--- config.mk ---
export PLATFORM = sky130hd
export DESIGN_NAME = sysctl_regs
export DESIGN_NICKNAME = d
export VERILOG_FILES = /design/src/rtl/sysctl_pkg.sv /design/src/rtl/sysctl_timer.sv /design/src/rtl/sysctl_status.sv /design/src/rtl/sysctl_cause.sv /design/src/rtl/sysctl_regs.sv
export SDC_FILE = /design/constraint.sdc
export NUM_CORES = 1
export LEC_CHECK = 0
export CAP_MARGIN = 25
export CORE_ASPECT_RATIO = 1.25
export CORE_MARGIN = 5
export CORE_UTILIZATION = 36
export CTS_BUF_LIST = sky130_fd_sc_hd__clkbuf_16
export CTS_CLUSTER_SIZE = 40
export DETAILED_ROUTE_END_ITERATION = 8
export GPL_TIMING_DRIVEN = 0
export SYNTH_ARGS = -nofsm -noshare
export SYNTH_HDL_FRONTEND = slang
export SYNTH_SLANG_ARGS = --single-unit
export TNS_END_PERCENT = 1
--- constraint.sdc ---
create_clock -name clk -period 2.8 [get_ports clk]
set_input_delay 0.42 -clock clk [delete_from_list [all_inputs] [get_ports clk]]
set_output_delay 0.42 -clock clk [all_outputs]
set_load 0.005 [all_outputs]
--- src/rtl/sysctl_pkg.sv ---
package sysctl_pkg;

    localparam int XLEN      = 32;
    localparam int SEL_W     = 5;
    localparam int N_LEVELS  = 8;
    localparam int N_SW      = 2;
    localparam int N_DEV     = 5;
    localparam int TIMER_LVL = N_LEVELS - 1;
    localparam int CODE_W    = 5;

    localparam logic [SEL_W-1:0] RN_BADV  = 5'd8;
    localparam logic [SEL_W-1:0] RN_COUNT = 5'd9;
    localparam logic [SEL_W-1:0] RN_CMP   = 5'd11;
    localparam logic [SEL_W-1:0] RN_STAT  = 5'd12;
    localparam logic [SEL_W-1:0] RN_CAUSE = 5'd13;
    localparam logic [SEL_W-1:0] RN_EPC   = 5'd14;

    localparam logic [CODE_W-1:0] EC_ADDR_LD = 5'd4;
    localparam logic [CODE_W-1:0] EC_ADDR_ST = 5'd5;

    typedef struct packed {
        logic [N_LEVELS-1:0] mask;
        logic                exl;
        logic                ie;
    } stat_t;

    typedef struct packed {
        logic                bd;
        logic [N_LEVELS-1:0] pend;
        logic [CODE_W-1:0]   code;
    } cause_t;

    typedef enum logic [1:0] {
        ST_HOLD,
        ST_EXC,
        ST_ERET,
        ST_MT
    } stat_upd_e;

    function automatic logic [XLEN-1:0] pack_stat(stat_t s);
        return {16'b0, s.mask, 3'b0, 1'b1, 2'b0, s.exl, s.ie};
    endfunction

    function automatic logic [XLEN-1:0] pack_cause(cause_t c);
        return {c.bd, 15'b0, c.pend, 1'b0, c.code, 2'b0};
    endfunction

    function automatic logic code_has_vaddr(logic [CODE_W-1:0] c);
        return (c == EC_ADDR_LD) || (c == EC_ADDR_ST);
    endfunction

endpackage

--- src/rtl/sysctl_timer.sv ---
module sysctl_timer
    import sysctl_pkg::*;
#(
    parameter int W = XLEN
) (
    input  logic         clk,
    input  logic         rst,
    input  logic         cnt_we,
    input  logic         cmp_we,
    input  logic [W-1:0] wdata,
    output logic [W-1:0] count_o,
    output logic [W-1:0] cmp_o,
    output logic         hit_o
);
    logic [W-1:0] count_q, cmp_q;
    logic         hit_q;
    logic         match;

    assign match = (count_q == cmp_q);

    always_ff @(posedge clk) begin
        if (rst) begin
            count_q <= '0;
            cmp_q   <= '0;
            hit_q   <= 1'b0;
        end else begin
            count_q <= cnt_we ? wdata : count_q + 1'b1;
            if (cmp_we) begin
                cmp_q <= wdata;
                hit_q <= 1'b0;
            end else if (match) begin
                hit_q <= 1'b1;
            end
        end
    end

    assign count_o = count_q;
    assign cmp_o   = cmp_q;
    assign hit_o   = hit_q;
endmodule

--- src/rtl/sysctl_status.sv ---
module sysctl_status
    import sysctl_pkg::*;
(
    input  logic            clk,
    input  logic            rst,
    input  logic            exc_valid,
    input  logic            eret,
    input  logic            mt_we,
    input  logic [XLEN-1:0] wdata,
    output stat_t           stat_o
);
    stat_t     stat_q;
    stat_upd_e upd;

    always_comb begin
        if (exc_valid)  upd = ST_EXC;
        else if (eret)  upd = ST_ERET;
        else if (mt_we) upd = ST_MT;
        else            upd = ST_HOLD;
    end

    always_ff @(posedge clk) begin
        if (rst) begin
            stat_q <= '0;
        end else begin
            unique case (upd)
                ST_EXC:  stat_q.exl <= 1'b1;
                ST_ERET: stat_q.exl <= 1'b0;
                ST_MT: begin
                    stat_q.mask <= wdata[8 +: N_LEVELS];
                    stat_q.exl  <= wdata[1];
                    stat_q.ie   <= wdata[0];
                end
                default: stat_q <= stat_q;
            endcase
        end
    end

    assign stat_o = stat_q;
endmodule

--- src/rtl/sysctl_cause.sv ---
module sysctl_cause
    import sysctl_pkg::*;
(
    input  logic              clk,
    input  logic              rst,
    input  logic              exc_valid,
    input  logic [CODE_W-1:0] exc_code,
    input  logic              exc_bd,
    input  logic              mt_we,
    input  logic [N_SW-1:0]   sw_wdata,
    input  logic [N_DEV-1:0]  dev_irq,
    input  logic              timer_hit,
    output cause_t            cause_o
);
    logic              bd_q;
    logic [CODE_W-1:0] code_q;
    logic [N_SW-1:0]   sw_q;
    logic [N_DEV-1:0]  dev_q;

    for (genvar k = 0; k < N_DEV; k++) begin : g_dev
        always_ff @(posedge clk) begin
            if (rst) dev_q[k] <= 1'b0;
            else     dev_q[k] <= dev_irq[k];
        end
    end

    always_ff @(posedge clk) begin
        if (rst) begin
            bd_q   <= 1'b0;
            code_q <= '0;
            sw_q   <= '0;
        end else if (exc_valid) begin
            bd_q   <= exc_bd;
            code_q <= exc_code;
        end else if (mt_we) begin
            sw_q   <= sw_wdata;
        end
    end

    assign cause_o.bd   = bd_q;
    assign cause_o.code = code_q;
    assign cause_o.pend = {timer_hit, dev_q, sw_q};
endmodule

--- src/rtl/sysctl_regs.sv ---
module sysctl_regs
    import sysctl_pkg::*;
(
    input  logic              clk,
    input  logic              rst,
    input  logic              mt_we,
    input  logic [SEL_W-1:0]  reg_sel,
    input  logic [XLEN-1:0]   mt_wdata,
    output logic [XLEN-1:0]   mf_rdata,
    input  logic              exc_valid,
    input  logic [CODE_W-1:0] exc_code,
    input  logic              exc_bd,
    input  logic [XLEN-1:0]   exc_pc,
    input  logic [XLEN-1:0]   exc_vaddr,
    input  logic              eret,
    input  logic [N_DEV-1:0]  dev_irq,
    output logic              take_irq,
    output logic [XLEN-1:0]   eret_target
);
    logic [XLEN-1:0] count_w, cmp_w, epc_q, badv_q;
    logic            timer_hit;
    stat_t           stat_w;
    cause_t          cause_w;
    logic            we_count, we_cmp, we_stat, we_cause, we_epc;

    // Move-to writes to registers the exception record owns are dropped.
    always_comb begin
        we_count = mt_we && (reg_sel == RN_COUNT);
        we_cmp   = mt_we && (reg_sel == RN_CMP);
        we_stat  = mt_we && (reg_sel == RN_STAT);
        we_cause = mt_we && (reg_sel == RN_CAUSE) && !exc_valid;
        we_epc   = mt_we && (reg_sel == RN_EPC)   && !exc_valid;
    end

    sysctl_timer #(.W(XLEN)) u_timer (
        .clk     (clk),
        .rst     (rst),
        .cnt_we  (we_count),
        .cmp_we  (we_cmp),
        .wdata   (mt_wdata),
        .count_o (count_w),
        .cmp_o   (cmp_w),
        .hit_o   (timer_hit)
    );

    sysctl_status u_status (
        .clk       (clk),
        .rst       (rst),
        .exc_valid (exc_valid),
        .eret      (eret),
        .mt_we     (we_stat),
        .wdata     (mt_wdata),
        .stat_o    (stat_w)
    );

    sysctl_cause u_cause (
        .clk       (clk),
        .rst       (rst),
        .exc_valid (exc_valid),
        .exc_code  (exc_code),
        .exc_bd    (exc_bd),
        .mt_we     (we_cause),
        .sw_wdata  (mt_wdata[8 +: N_SW]),
        .dev_irq   (dev_irq),
        .timer_hit (timer_hit),
        .cause_o   (cause_w)
    );

    always_ff @(posedge clk) begin
        if (rst) begin
            epc_q  <= '0;
            badv_q <= '0;
        end else begin
            if (exc_valid) begin
                if (!stat_w.exl)              epc_q  <= exc_pc;
                if (code_has_vaddr(exc_code)) badv_q <= exc_vaddr;
            end else if (we_epc) begin
                epc_q <= mt_wdata;
            end
        end
    end

    always_comb begin
        unique case (reg_sel)
            RN_BADV:  mf_rdata = badv_q;
            RN_COUNT: mf_rdata = count_w;
            RN_CMP:   mf_rdata = cmp_w;
            RN_STAT:  mf_rdata = pack_stat(stat_w);
            RN_CAUSE: mf_rdata = pack_cause(cause_w);
            RN_EPC:   mf_rdata = epc_q;
            default:  mf_rdata = '0;
        endcase
    end

    assign take_irq    = stat_w.ie && !stat_w.exl && |(cause_w.pend & stat_w.mask);
    assign eret_target = epc_q;
endmodule

Word-level counts from Yosys, hierarchy flattened
Index checks and enable logic that the tools add are counted.
- register bits after elaboration: 152
- input port bits: 117
- add/sub/neg operators: 1
- eq/ne operators: 13
- muxes and demuxes: 9
- bitwise logic cells: 2
- reduce and logical (&&, ||, !) cells: 19
- operators with widths (kind ; number):
    $pmux W32 S6 ; 1
    $mux W32 ; 4
    $add A32 B1 Y32 const B ; 1
    $eq A32 B32 Y1 ; 1
    $eq A5 B4 Y1 const B ; 6
    $eq A5 B3 Y1 const B ; 2
    $logic_and A1 B1 Y1 ; 9
    $and A8 B8 Y8 ; 1
    $reduce_or A8 Y1 ; 1
    $mux W2 ; 3
    $reduce_and A2 Y1 ; 3
    $eq A2 B2 Y1 const B ; 2
    $pmux W1 S3 ; 1
    $reduce_bool A3 Y1 ; 1
    $eq A2 B1 Y1 const B ; 1
    $logic_not A1 Y1 ; 2
    $ne A2 B2 Y1 const B ; 1
    $reduce_bool A2 Y1 ; 1
    $reduce_or A2 Y1 ; 1
    $logic_or A1 B1 Y1 ; 1
    $not A1 Y1 ; 1

Longest topological paths before layout
Gate-level depths: netlist of the first run.
- depth after elaboration: 7
- mapped depth: 8

Cells and area by module
A second synthesis of the first run with hierarchy kept.
- cells, all modules: 951
- area total of the unflattened synthesis: 8364.3 um2
- modules (own cells, without submodules) (module ; times used ; cells each ; area an instance (um2) ; sequential area each (um2)):
    sysctl_regs ; 1 ; 507 ; 4191.5 ; 1281.2
    sysctl_timer ; 1 ; 359 ; 3258.1 ; 1301.2
    sysctl_status ; 1 ; 44 ; 457.9 ; 200.2
    sysctl_cause ; 1 ; 41 ; 456.7 ; 260.2

Worst setup path before layout of the first run
No wires, ideal clock.
- path kind: input-to-output
- start: in reg_sel[0]
- end: out mf_rdata[3]
- data arrival time: 1577 ps
- path slack: 803 ps
- stages: 6
- path buffers: 2
- cell sequence: buf_2 > nor2b_1 > nor2b_1 > buf_2 > a22oi_1 > o21ai_1
- word-level cells in the longest chain between the ends: 2
- elaborated cells on any way between the ends: 7
- ends and longest elaborated chain (what ; line ; source):
    start, declared ; sysctl_regs.sv:7 ; input logic [SEL_W-1:0] reg_sel,
    $eq A5 B4 Y1 ; sysctl_regs.sv:84 ; unique case (reg_sel)
    $pmux W32 S6 (*) ; sysctl_regs.sv:84 ;
    end, declared ; sysctl_regs.sv:9 ; output logic [XLEN-1:0] mf_rdata,
Mark *: on every way between the ends. The rest lies on a longest branch, timed or not.

Final worst setup path of the first run
- start: in reg_sel[2]
- end: out mf_rdata[21]
Same word-level chain as after synthesis.

==> results of run 1 <==
==> registers in the layout, indices dropped and copies added, names as in the netlist <==
register	cells
u_cause.cause_o	5
eret_target	32
u_cause.bd_q	1
u_status.stat_o	10
u_timer.count_o	32
badv_q	32
u_timer.cmp_o	32
u_cause.sw_q	2
u_timer.hit_o	1
u_cause.code_q	5
==> metrics by stage <==
| stage | instance area (um^2) | power (W) | hold WS (ns) | setup TNS, ns | util (%) |
|---|---|---|---|---|---|
| floorplan | 7874 | 0.002647 | 0.4357 | 0 | - |
| global placement | 10010 | 0.003079 | 0.4426 | -20.56 | 46.48 |
| detailed placement | 10010 | 0.003084 | 0.4487 | -20.61 | 46.48 |
| CTS | 10800 | 0.005385 | 0.3952 | -0.1337 | 50.13 |
| global route | 10830 | 0.005542 | 0.4147 | -0.9071 | 50.28 |
| finish | 10830 | 0.005372 | 0.4044 | 0 | 50.28 |
==> report_power, final <==
part / internal (W) / switching, W
clock network: 0.00131 / 0.000990
registers: 0.00224 / 0.0000802
logic: 0.000381 / 0.000368
==> placed cells by master, fill, tap and decap left out, types with 7 or more instances in the layout <==
master | netlist | routed
mux2i_1 | 92 | 88
clkbuf_16 | 0 | 17
xnor2_1 | 45 | 45
nand4_1 | 14 | 14
dfxtp_1 | 152 | 152
dlygate4sd2_1 | 0 | 17
buf_6 | 6 | 11
clkdlybuf4s50_1 | 0 | 157
inv_1 | 5 | 7
buf_2 | 24 | 21
o21ai_1 | 8 | 15
a211oi_1 | 54 | 54
xor2_1 | 14 | 14
o211ai_1 | 7 | 7
nor2_1 | 115 | 115
o21ai_0 | 19 | 12
clkbuf_1 | 40 | 32
nand2_1 | 168 | 167
nand3_1 | 17 | 17
and3_1 | 7 | 7
buf_4 | 2 | 16
a21oi_1 | 98 | 94
a22oi_1 | 10 | 10
==> timing repair <==
action                                  4_1_cts  5_1_grt
endpoints found under the setup margin       32       16
hold buffers                                  0        0
gates cloned                                  0        0
endpoints found under the hold margin         0        0
buffers inserted                             10        2
resized for setup                            77        7
pin swaps                                     3        3
==> logic make-up (layout without fill, tap and decap cells) <==
kind of cell | after synthesis | after routing
xor+xnor | 59 | 59
compound gates | 208 | 208
mux | 92 | 92
buf+inv | 86 | 307
fa+ha+maj | 1 | 1
flops | 152 | 152
simple gates | 366 | 366
==> critical path, cell delays in order <==
cell and delay [ns]:
clkdlybuf4s50_1 0.48, or3b_4 0.50, clkbuf_4 0.23, o21ai_0 0.21, clkdlybuf4s50_1 0.54
==> per-layer routing <==
| metal | global-route usage, % | up-vias | wire (um) |
|---|---|---|---|
| li1 | - | 3755 | - |
| met1 | 29.87 | 3755 | 12630 |
| met2 | 43.96 | 322 | 15880 |
| met3 | 4.112 | 83 | 1840 |
| met4 | 13.84 | 0 | 1814 |
| met5 | 0 | - | 0 |
==> worst paths after layout <==
kind                           start             endpoint
setup / recovery          reg_sel[2]         mf_rdata[21]
hold / removal                   rst  u_cause.cause_o[10]
setup reg to reg  u_timer.count_o[0]  u_timer.count_o[30]
hold reg to reg           badv_q[10]           badv_q[10]
==> layout make-up <==
cell class / count / area (um^2) / share of cell area, %
Inverter: 5 / 18.77 / 0.1732
Tap cell: 279 / 349.1 / 3.222
Buffer: 79 / 499.2 / 4.608
Clock buffer: 17 / 425.4 / 3.927
Multi-Input combinational cell: 726 / 4472 / 41.28
Sequential cell: 152 / 3043 / 28.09
Timing Repair Buffer: 191 / 1874 / 17.30
Clock inverter: 15 / 152.6 / 1.409
==> results by group, run 1 <==
Placed design
  – PortBufs: 179
  – Placer Congestion: 0.9162
  – Post-DP HPWL: between 20000 and 30000 um
  – Pre-CTS WS: -0.9208 ns
  – Cells after DPL: roughly 1400

Die
  – Die height: 175.3 um
  – Die X: 142.3 um
  – Rows: 60
  – I/O pin total: roughly 180
  – Die Area: 0.02495 mm^2
  – Core Box Area: 0.02155 mm^2
  – Initial Utilization: 36.54%

Critical path
  – Startpoint types: primary input
  – R2R depth: 6
  – R2R Setup Slk: 0.68 ns
  – Kind of end point of the critical path: output port
  – Critical Path RT: between 2 and 2.5 ns
  – Critical Path AT: 2.38 ns
  – WS Path Type: primary input to output port
  – Critical path peak fanout: 10

GRT
  – Antenna violations before repair: 0
  – Largest net degree at the start of global routing: 17
  – Total track usage: 25.47%
  – Vias in the first global route: ~7800
  – First-pass GRT wire length: 47630 um
  – Total gr overflow: 0

Timing
  – Fin crit period: 2.799 ns
  – Setup-failing EPs final: 0
  – RSZ-0062 raised after global routing: true
  – Clock Skews: 0.009163 ns
  – Fmax achieved: 0.3573 GHz
  – Tcrit/Tclk final: 99.96%
  – Final Hold Fails: 0
  – Slack of the critical path: 0.001004 ns
  – Worst slew pin tran: roughly 0.85 ns
  – Max transition margin: 43.13%
  – Slew Viols, Final: 0

CTS
  – CTS max path bufs: 2
  – Clock transition at path regs: roughly 0.070 ns
  – CTS root buf: clkbuf_16
  – CTS tree: yes
  – Clk_lat worst skew: 0.44 ns
  – Clk sinks: 152
  – CTS Buf Count: 17
  – Htree depth: 4

Final layout
  – Post-layout nets: 1290
  – Layout cells sized above 1: 10.13%
  – Filler cells: 2113
  – # diodes: 0
  – Area Growth Syn to Fin: 37.60%
  – Finished Layout Cells: 1464

Logic synthesis
  – Most numerous cell in the Yosys netlist: nand2_1
  – Register area share after synthesis: 38.65%
  – Post-synthesis async set-or-reset flop share: 0%
  – Largest family of logic cells by synthesized area: simple AND/OR/NAND/NOR gates
  – Multiplexer share of the synthesized area: 11.70%
  – Adder-cell share of the synthesized area: less than 1%
  – Seq cells post-synth: between 150 and 200
  – Xor and xnor area share after synthesis: under 10%
  – Most frequent cells after synthesis: nand2_1 (168), dfxtp_1 (152), nor2_1 (115), a21oi_1 (98), mux2i_1 (92)
  – Top post-synthesis cells by area: dfxtp_1 (39%), mux2i_1 (12%), nand2_1 (8.0%)
  – Synth Warn #: 0
  – Synth Area in Compound Gates: 16.14%
  – Mapped Area: 0.007874 mm^2
  – Syn nets: 1082
  – Distinct cell type count after synthesis: slightly above 50
  – Post-Syn Area per Cell: about 8.2 um^2
  – Number of synthesized flops with an enable pin: 0
  – Prevailing post-synth register cell: dfxtp_1
  – Largest area contributor in the netlist: dfxtp_1
  – Yosys top cell area share: 38.65%
  – Simple-gate share of the synthesized area: 21.13%
  – Post-Syn Instances: roughly 960

Power and ir drop
  – Leakage: ~4 nW
  – Max IR drop VDD: 0.4773 mV
  – PwrDens: slightly below 500 mW/mm^2

Detailed routing
  – Remaining DRCs: 0
  – Vias per cell: 5.406
  – WL final: roughly 32000 um
  – DR iter-0 viols: 540
  – Antenna violation net count after detailed routing: 0
  – 1st-pass router iterations: 5
  – Vias: 7915
  – Routed WL per cell: 21.97 um

Run status
  – Outcome: finished, final reports clean

Hold path
  – HP Class: primary input to register
  – Hold path depth: 3

Job
  – Max cap viols: 0
Power figures use the tool's default switching activity.
==> run 2, diff against run 1 <==
--- a/config.mk
+++ b/config.mk
@@ -12,7 +12,6 @@
 export CTS_BUF_LIST = sky130_fd_sc_hd__clkbuf_16
 export CTS_CLUSTER_SIZE = 40
 export DETAILED_ROUTE_END_ITERATION = 8
-export GPL_TIMING_DRIVEN = 0
 export SYNTH_ARGS = -nofsm -noshare
 export SYNTH_HDL_FRONTEND = slang
 export SYNTH_SLANG_ARGS = --single-unit
==> results by group, run 2 (synthesis results as in run 1) <==
Run status
  – Outcome: finished, final reports clean (unchanged)

Die
  – Core Box Area: 0.02155 mm^2 (unchanged)
  – Initial Utilization: 36.54% (unchanged)
  – Die Area: 0.02495 mm^2 (unchanged)
  – Die X: 142.3 um (unchanged)
  – Die height: 175.3 um (unchanged)
  – Rows: 60 (unchanged)
  – I/O pin total: 182 (unchanged)

CTS
  – Clk_lat worst skew: 0.42 ns (was 0.44 ns)
  – Post-CTS Setup Bufs: 0 (was 10)
  – Clock transition at path regs: 0.06 ns (was 0.07 ns)
  – Clk sinks: 152 (unchanged)
  – CTS max path bufs: 2 (unchanged)
  – CTS Buf Count: 17 (unchanged)
  – Htree depth: 4 (unchanged)
  – CTS root buf: clkbuf_16 (unchanged)
  – CTS tree: yes (unchanged)

Detailed routing
  – Vias per cell: 5.302 (was 5.406)
  – Vias: 7471 (was 7915)
  – Antenna violation net count after detailed routing: 0 (unchanged)
  – DR iter-0 viols: 494 (was 540)
  – Remaining DRCs: 0 (unchanged)
  – Routed WL per cell: 20.74 um (was 21.97 um)
  – WL final: 29220 um (was 32170 um)
  – 1st-pass router iterations: 5 (unchanged)

Placed design
  – PortBufs: 181 (was 179)
  – Post-DP Area: 0.009922 mm^2 (was 0.01001 mm^2)
  – Post-DP HPWL: 22230 um (was 25140 um)
  – Placer Congestion: 0.8651 (was 0.9162)
  – Pre-CTS WS: -0.09200 ns (was -0.9208 ns)

Timing
  – Slew Viols, Final: 0 (unchanged)
  – Max transition margin: 59.34% (was 43.13%)
  – Setup TNS: 0 ns (unchanged)
  – Worst slew pin tran: 0.6015 ns (was 0.8531 ns)
  – Fmax achieved: 0.3588 GHz (was 0.3573 GHz)
  – Tcrit/Tclk final: 99.54% (was 99.96%)
  – Fin crit period: 2.787 ns (was 2.799 ns)
  – Clock Skews: 0.006652 ns (was 0.009163 ns)
  – Slack of the critical path: 0.01296 ns (was 0.001004 ns)
  – RSZ-0062 raised after global routing: true (unchanged)
  – Setup-failing EPs final: 0 (unchanged)
  – Final Hold Fails: 0 (unchanged)

Power and ir drop
  – Sw frac: 24.69% (was 26.79%)
  – Leakage: 4.189 nW (was 4.079 nW)
  – PwrDens: 511.2 mW/mm^2 (was 495.8 mW/mm^2)
  – Reg power frac: 42.8% (was 43.2%)
  – Internal power: 0.004083 W (was 0.003933 W)
  – Combinational power share: 12.7% (was 13.9%)
  – Psw: 0.001338 W (was 0.001439 W)
  – Clock power share: 44.4% (was 42.9%)
  – Max IR drop VDD: 0.4038 mV (was 0.4773 mV)

Critical path
  – Top Family by Delay on Critical Path: buffers and inverters (unchanged)
  – Most frequent CP cell: clkdlybuf4s50_1 (unchanged)
  – Kind of end point of the critical path: output port (unchanged)
  – Critical Path AT: 2.37 ns (was 2.38 ns)
  – Startpoint types: primary input (unchanged)
  – Crit-path max cell delay: 0.54 ns (about the same)
  – Critical Path RT: 2.38 ns (about the same)
  – Cell-by-cell trace of the critical path: clkdlybuf4s50_1 -> nand3b_1 -> or2_4 -> nor2_1 -> a21oi_1 -> o211ai_1 -> clkdlybuf4s50_1 (was clkdlybuf4s50_1 -> or3b_4 -> clkbuf_4 -> o21ai_0 -> clkdlybuf4s50_1)
  – CP Buf/Inv Count: 2 (was 3)
  – Critical path peak fanout: 12 (was 10)
  – Critical path's slowest cell: clkdlybuf4s50_1 (unchanged)
  – WS Path Type: primary input to output port (unchanged)

Final layout
  – Layout cells sized above 1: 7.801% (was 10.13%)
  – Multi-input gate area: 0.004417 mm^2 (was 0.004472 mm^2)
  – Reg area: 0.003043 mm^2 (unchanged)
  – Area Growth Syn to Fin: 34.67% (was 37.60%)
  – Most common cell after layout, fill and taps aside: nand2_1 (unchanged)
  – Filler cells: 2099 (was 2113)
  – Most frequent cells in the layout: nand2_1 (167), dfxtp_1 (152), clkdlybuf4s50_1 (150) (was nand2_1 (167), clkdlybuf4s50_1 (157), dfxtp_1 (152))
  – Post-layout nets: 1233 (was 1290)
  – Final non-filler cell area: 0.01060 mm^2 (was 0.01083 mm^2)

GRT
  – First-pass GRT wire length: 43680 um (was 47630 um)
  – Antenna violations before repair: 1 (was 0)
  – Vias in the first global route: 7331 (was 7767)
  – Total gr overflow: 0 (unchanged)
  – Largest net degree at the start of global routing: 65 (was 17)
  – Total track usage: 22.95% (was 25.47%)

Hold path
  – HP Class: primary input to register (unchanged)

Job
  – Max cap viols: 0 (unchanged)
[run 2: cell type report]
class / instances / share of cell area [%]
Antenna cell: 2 / 0.04720
Clock buffer: 17 / 4.012
Clock inverter: 15 / 1.735
Inverter: 5 / 0.1770
Multi-Input combinational cell: 726 / 41.65
Sequential cell: 152 / 28.70
Tap cell: 279 / 3.292
Timing Repair Buffer: 213 / 20.39
[run 2: worst reg2reg max path: cells and delay by family, from the launching register on]
family | cells | cell delay [ns]
AOI/OAI and AO/OA | 1 | 0.22
xor gates and xnor gates | 1 | 0.19
adders and majority gates | 1 | 0.30
DFF | 1 | 0.46
and+or+nand+nor | 3 | 0.88
[run 2: power by group through the flow]
stage | Clock (W) | Combinational, W | Sequential [W]
3_3_place_gp | 0 | 0.000685 | 0.00237
3_5_place_dp | 0 | 0.000687 | 0.00237
2_1_floorplan | 0 | 0.000306 | 0.00234
6_report | 0.00241 | 0.000690 | 0.00232
4_1_cts | 0.00243 | 0.000692 | 0.00232
5_1_grt | 0.00253 | 0.000737 | 0.00233
[run 2: what timing repair did]
item / in CTS / in global routing
hold endpoints to repair: 0 / 0
hold buffers: 0 / 0
endpoints found under the setup margin: 15 / 24
gates resized for setup: 11 / 24
pin swaps: 1 / 0
[run 2: path summary, 6_finish.rpt]
path                            from                  end  slack [ns]  cells past startpoint
setup / recovery          reg_sel[4]          mf_rdata[9]        0.01                      7
hold / removal             exc_valid   u_status.stat_o[1]        0.38                      3
setup reg to reg  u_timer.count_o[0]  u_timer.count_o[30]        0.68                      6
hold reg to reg           badv_q[24]           badv_q[24]        0.46                      2
[run 2: through the flow]
step / hold slack [ns] / instances / total power, W / utilization, %
floorplan: 0.4357 / 964 / 0.002647 / -
detailed placement: 0.4526 / 1375 / 0.003057 / 46.05
finish: 0.3752 / 1409 / 0.005421 / 49.22
global route: 0.3922 / 1408 / 0.005604 / 49.20
CTS: 0.3668 / 1407 / 0.005446 / 48.89
global placement: 0.4470 / 1375 / 0.003054 / 46.05
[run 2: metal layers]
layer | share of wire (%) | global-route usage (%) | vias up
met2 | 52 | 41.04 | 246
li1 | - | - | 3648
met1 | 39 | 26.61 | 3523
met3 | 5.6 | 3.949 | 54
met5 | 0 | 0 | -
met4 | 3.7 | 9.960 | 0
==> run 3, diff against run 2 <==
--- a/config.mk
+++ b/config.mk
@@ -8,11 +8,13 @@
 export CAP_MARGIN = 25
 export CORE_ASPECT_RATIO = 1.25
 export CORE_MARGIN = 5
-export CORE_UTILIZATION = 36
+export CORE_UTILIZATION = 56
 export CTS_BUF_LIST = sky130_fd_sc_hd__clkbuf_16
 export CTS_CLUSTER_SIZE = 40
 export DETAILED_ROUTE_END_ITERATION = 8
+export PLACE_DENSITY = 0.87
 export SYNTH_ARGS = -nofsm -noshare
 export SYNTH_HDL_FRONTEND = slang
+export SYNTH_HIERARCHICAL = 1
 export SYNTH_SLANG_ARGS = --single-unit
 export TNS_END_PERCENT = 1
==> results by group, run 3 <==
Logic synthesis
  – Largest area contributor in the netlist: dfxtp_1 (unchanged)
  – Post-Syn Area per Cell: 8.795 um^2 (was 8.168 um^2)
  – Xor and xnor area share after synthesis: 6.387% (was 6.563%)
  – Distinct cell type count after synthesis: 59 (was 51)
  – Seq cells post-synth: 152 (unchanged)
  – Number of synthesized flops with an enable pin: 0 (unchanged)
  – Syn nets: 1069 (was 1082)
  – Prevailing post-synth register cell: dfxtp_1 (unchanged)
  – Register area share after synthesis: 36.38% (was 38.65%)
  – Mapped Area: 0.008364 mm^2 (was 0.007874 mm^2)
  – Synth Area in Compound Gates: 16.42% (was 16.14%)
  – Synth Warn #: 6 (was 0)
  – Largest family of logic cells by synthesized area: simple AND/OR/NAND/NOR gates (unchanged)
  – Most numerous cell in the Yosys netlist: dfxtp_1 (was nand2_1)
  – Yosys top cell area share: 36.38% (was 38.65%)
  – Top post-synthesis cells by area: dfxtp_1 (36%), mux2i_1 (11%), a211oi_1 (7.2%) (was dfxtp_1 (39%), mux2i_1 (12%), nand2_1 (8.0%))
  – Simple-gate share of the synthesized area: 22.63% (was 21.13%)
  – Post-synthesis async set-or-reset flop share: 0% (unchanged)
  – Post-Syn Instances: 951 (was 964)
  – Most frequent cells after synthesis: dfxtp_1 (152), nand3_1 (119), mux2i_1 (95), a211oi_1 (80), nor2_1 (76) (was nand2_1 (168), dfxtp_1 (152), nor2_1 (115), a21oi_1 (98), mux2i_1 (92))
  – Adder-cell share of the synthesized area: 0.1496% (was 0.1589%)
  – Multiplexer share of the synthesized area: 12.45% (was 11.70%)

Timing
  – Slew Viols, Final: 0 (unchanged)
  – Slack of the critical path: 0.02725 ns (was 0.01296 ns)
  – Worst slew pin tran: 0.8954 ns (was 0.6015 ns)
  – Fmax achieved: 0.3607 GHz (was 0.3588 GHz)
  – Fin crit period: 2.773 ns (was 2.787 ns)
  – Final Hold Fails: 0 (unchanged)
  – Max transition margin: 39.76% (was 59.34%)
  – Setup-failing EPs final: 0 (unchanged)
  – Tcrit/Tclk final: 99.03% (was 99.54%)
  – RSZ-0062 raised after global routing: true (unchanged)
  – Clock Skews: 0.008084 ns (was 0.006652 ns)

Critical path
  – Critical path peak fanout: 10 (was 12)
  – Critical Path RT: 2.38 ns (about the same)
  – Critical Path AT: 2.35 ns (was 2.37 ns)
  – Kind of end point of the critical path: output port (unchanged)
  – Startpoint types: primary input (unchanged)
  – WS Path Type: primary input to output port (unchanged)

Final layout
  – Filler cells: 1093 (was 2099)
  – Finished Core Util: 75.60% (was 49.22%)
  – Most common cell after layout, fill and taps aside: clkdlybuf4s50_1 (was nand2_1)
  – Area Growth Syn to Fin: 34.02% (was 34.67%)
  – Most frequent cells in the layout: clkdlybuf4s50_1 (156), dfxtp_1 (152), nand3_1 (118) (was nand2_1 (167), dfxtp_1 (152), clkdlybuf4s50_1 (150))
  – # diodes: 0 (was 2)
  – Layout cells sized above 1: 11.38% (was 7.801%)
  – Post-layout nets: 1230 (was 1233)

Power and ir drop
  – Leakage: 4.278 nW (was 4.189 nW)
  – Max IR drop VDD: 0.3091 mV (was 0.4038 mV)
  – PwrDens: 481.8 mW/mm^2 (was 511.2 mW/mm^2)

GRT
  – Largest net degree at the start of global routing: 84 (was 65)
  – Antenna violations before repair: 0 (was 1)
  – Vias in the first global route: 8581 (was 7331)
  – Total gr overflow: 0 (unchanged)
  – Total track usage: 36.10% (was 22.95%)
  – First-pass GRT wire length: 48830 um (was 43680 um)

CTS
  – CTS root buf: clkbuf_16 (unchanged)
  – CTS tree: yes (unchanged)
  – CTS max path bufs: 2 (unchanged)
  – Clk_lat worst skew: 0.44 ns (was 0.42 ns)
  – Clock transition at path regs: 0.07 ns (was 0.06 ns)
  – CTS Buf Count: 17 (unchanged)
  – Htree depth: 4 (unchanged)
  – CTS Hold Bufs: 0 (unchanged)
  – Clk sinks: 152 (unchanged)

Placed design
  – Post-DP HPWL: 23710 um (was 22230 um)
  – Placer Congestion: 1.023 (was 0.8651)
  – Pre-CTS WS: -0.1000 ns (was -0.09200 ns)
  – PortBufs: 181 (unchanged)

Detailed routing
  – Routed WL per cell: 24.87 um (was 20.74 um)
  – 1st-pass router iterations: 5 (unchanged)
  – Remaining DRCs: 0 (unchanged)
  – Vias per cell: 6.542 (was 5.302)
  – DR iter-0 viols: 1133 (was 494)
  – WL final: 32510 um (was 29220 um)
  – Vias: 8551 (was 7471)
  – Antenna violation net count after detailed routing: 0 (unchanged)

Run status
  – Outcome: finished, final reports clean (unchanged)

Die
  – Core Box Area: 0.01483 mm^2 (was 0.02155 mm^2)
  – Initial Utilization: 56.41% (was 36.54%)
  – I/O pin total: 182 (unchanged)
  – Die X: 119.3 um (was 142.3 um)
  – Die Area: 0.01750 mm^2 (was 0.02495 mm^2)
  – Die height: 146.6 um (was 175.3 um)
  – Rows: 50 (was 60)

Hold path
  – HP Class: primary input to register (unchanged)

Job
  – Max cap viols: 0 (unchanged)
==> run 3: cell types whose count changed in the layout (fill, tap and decap cells not counted), sizes merged, moves of 9 or more <==
| cell | before | now |
|---|---|---|
| o21ai | 27 | 37 |
| buf | 35 | 57 |
| a21oi | 98 | 40 |
| nand3 | 19 | 121 |
| nand2b | 3 | 21 |
| a211oi | 57 | 85 |
| nand4 | 17 | 36 |
| xor2 | 14 | 25 |
| nand2 | 168 | 18 |
| nor2 | 115 | 76 |
| xnor2 | 45 | 36 |
| a221o | 0 | 9 |
==> run 3: cells by family (layout without fill, tap and decap cells) <==
| family | Yosys count | in the layout |
|---|---|---|
| compound gates | 197 | 197 |
| buf+inv | 99 | 273 |
| fa+ha+maj | 1 | 1 |
| simple gates | 338 | 338 |
| flops | 152 | 152 |
| xor+xnor | 61 | 61 |
| mux | 103 | 103 |
==> run 3: worst paths after layout <==
path                       from             endpoint  slack [ns]  depth (start not counted)
max                  reg_sel[4]         mf_rdata[15]        0.03                          6
min reg2reg           badv_q[1]            badv_q[1]        0.49                          2
max reg2reg  u_timer/count_o[5]  u_timer/count_o[17]        0.60                          5
min                         rst   u_timer/count_o[5]        0.38                          2
==> run 3: per-layer routing <==
| metal | global-route usage [%] | up-vias | routed length (um) |
|---|---|---|---|
| li1 | - | 3838 | - |
| met1 | 41.77 | 4040 | 11830 |
| met2 | 61.24 | 535 | 15810 |
| met3 | 6.044 | 138 | 2548 |
| met4 | 23.50 | 0 | 2322 |
| met5 | 0 | - | 0 |
==> run 3: power by group <==
part           internal (W)  total [W]  switching [W]  leakage (nW)
logic              0.000400   0.000773       0.000373          2.75
registers           0.00223    0.00232      0.0000866          1.24
clock network       0.00126    0.00231        0.00105         0.286
==> run 3: worst max-delay path: stages <==
cell and delay, ns:
clkdlybuf4s50_1 0.47, buf_6 0.14, and4b_2 0.27, and2_4 0.22, a221o_1 0.35, clkdlybuf4s50_1 0.47
==> run 3: final cells by class <==
type / instances / area [um^2] / area share, %
flip-flops and latches: 152 / 3043 / 27.15
well taps: 182 / 227.7 / 2.031
clock inverters: 15 / 157.7 / 1.406
repair buffers: 236 / 2416 / 21.55
clock buffers: 17 / 425.4 / 3.795
multi-input cells: 700 / 4921 / 43.90
inverters: 5 / 18.77 / 0.1674
==> run 3: what timing repair did <==
action / 4_1_cts / 5_1_grt
endpoints found under the setup margin: 30 / 25
buffers inserted: 0 / 0
resized for setup: 12 / 24
pin swaps: 0 / 2
==> run 3: per-stage QoR <==
stage / cells / cell area (um^2) / setup TNS [ns] / hold WS [ns] / power, W
floorplan: 951 / 8364 / 0 / 0.4486 / 0.002663
global placement: 1275 / 10540 / -2.248 / 0.4630 / 0.003106
detailed placement: 1275 / 10540 / -1.762 / 0.4731 / 0.003116
CTS: 1307 / 11130 / -0.1057 / 0.3744 / 0.005390
global route: 1307 / 11210 / -0.09699 / 0.4018 / 0.005547
finish: 1307 / 11210 / 0 / 0.3792 / 0.005401
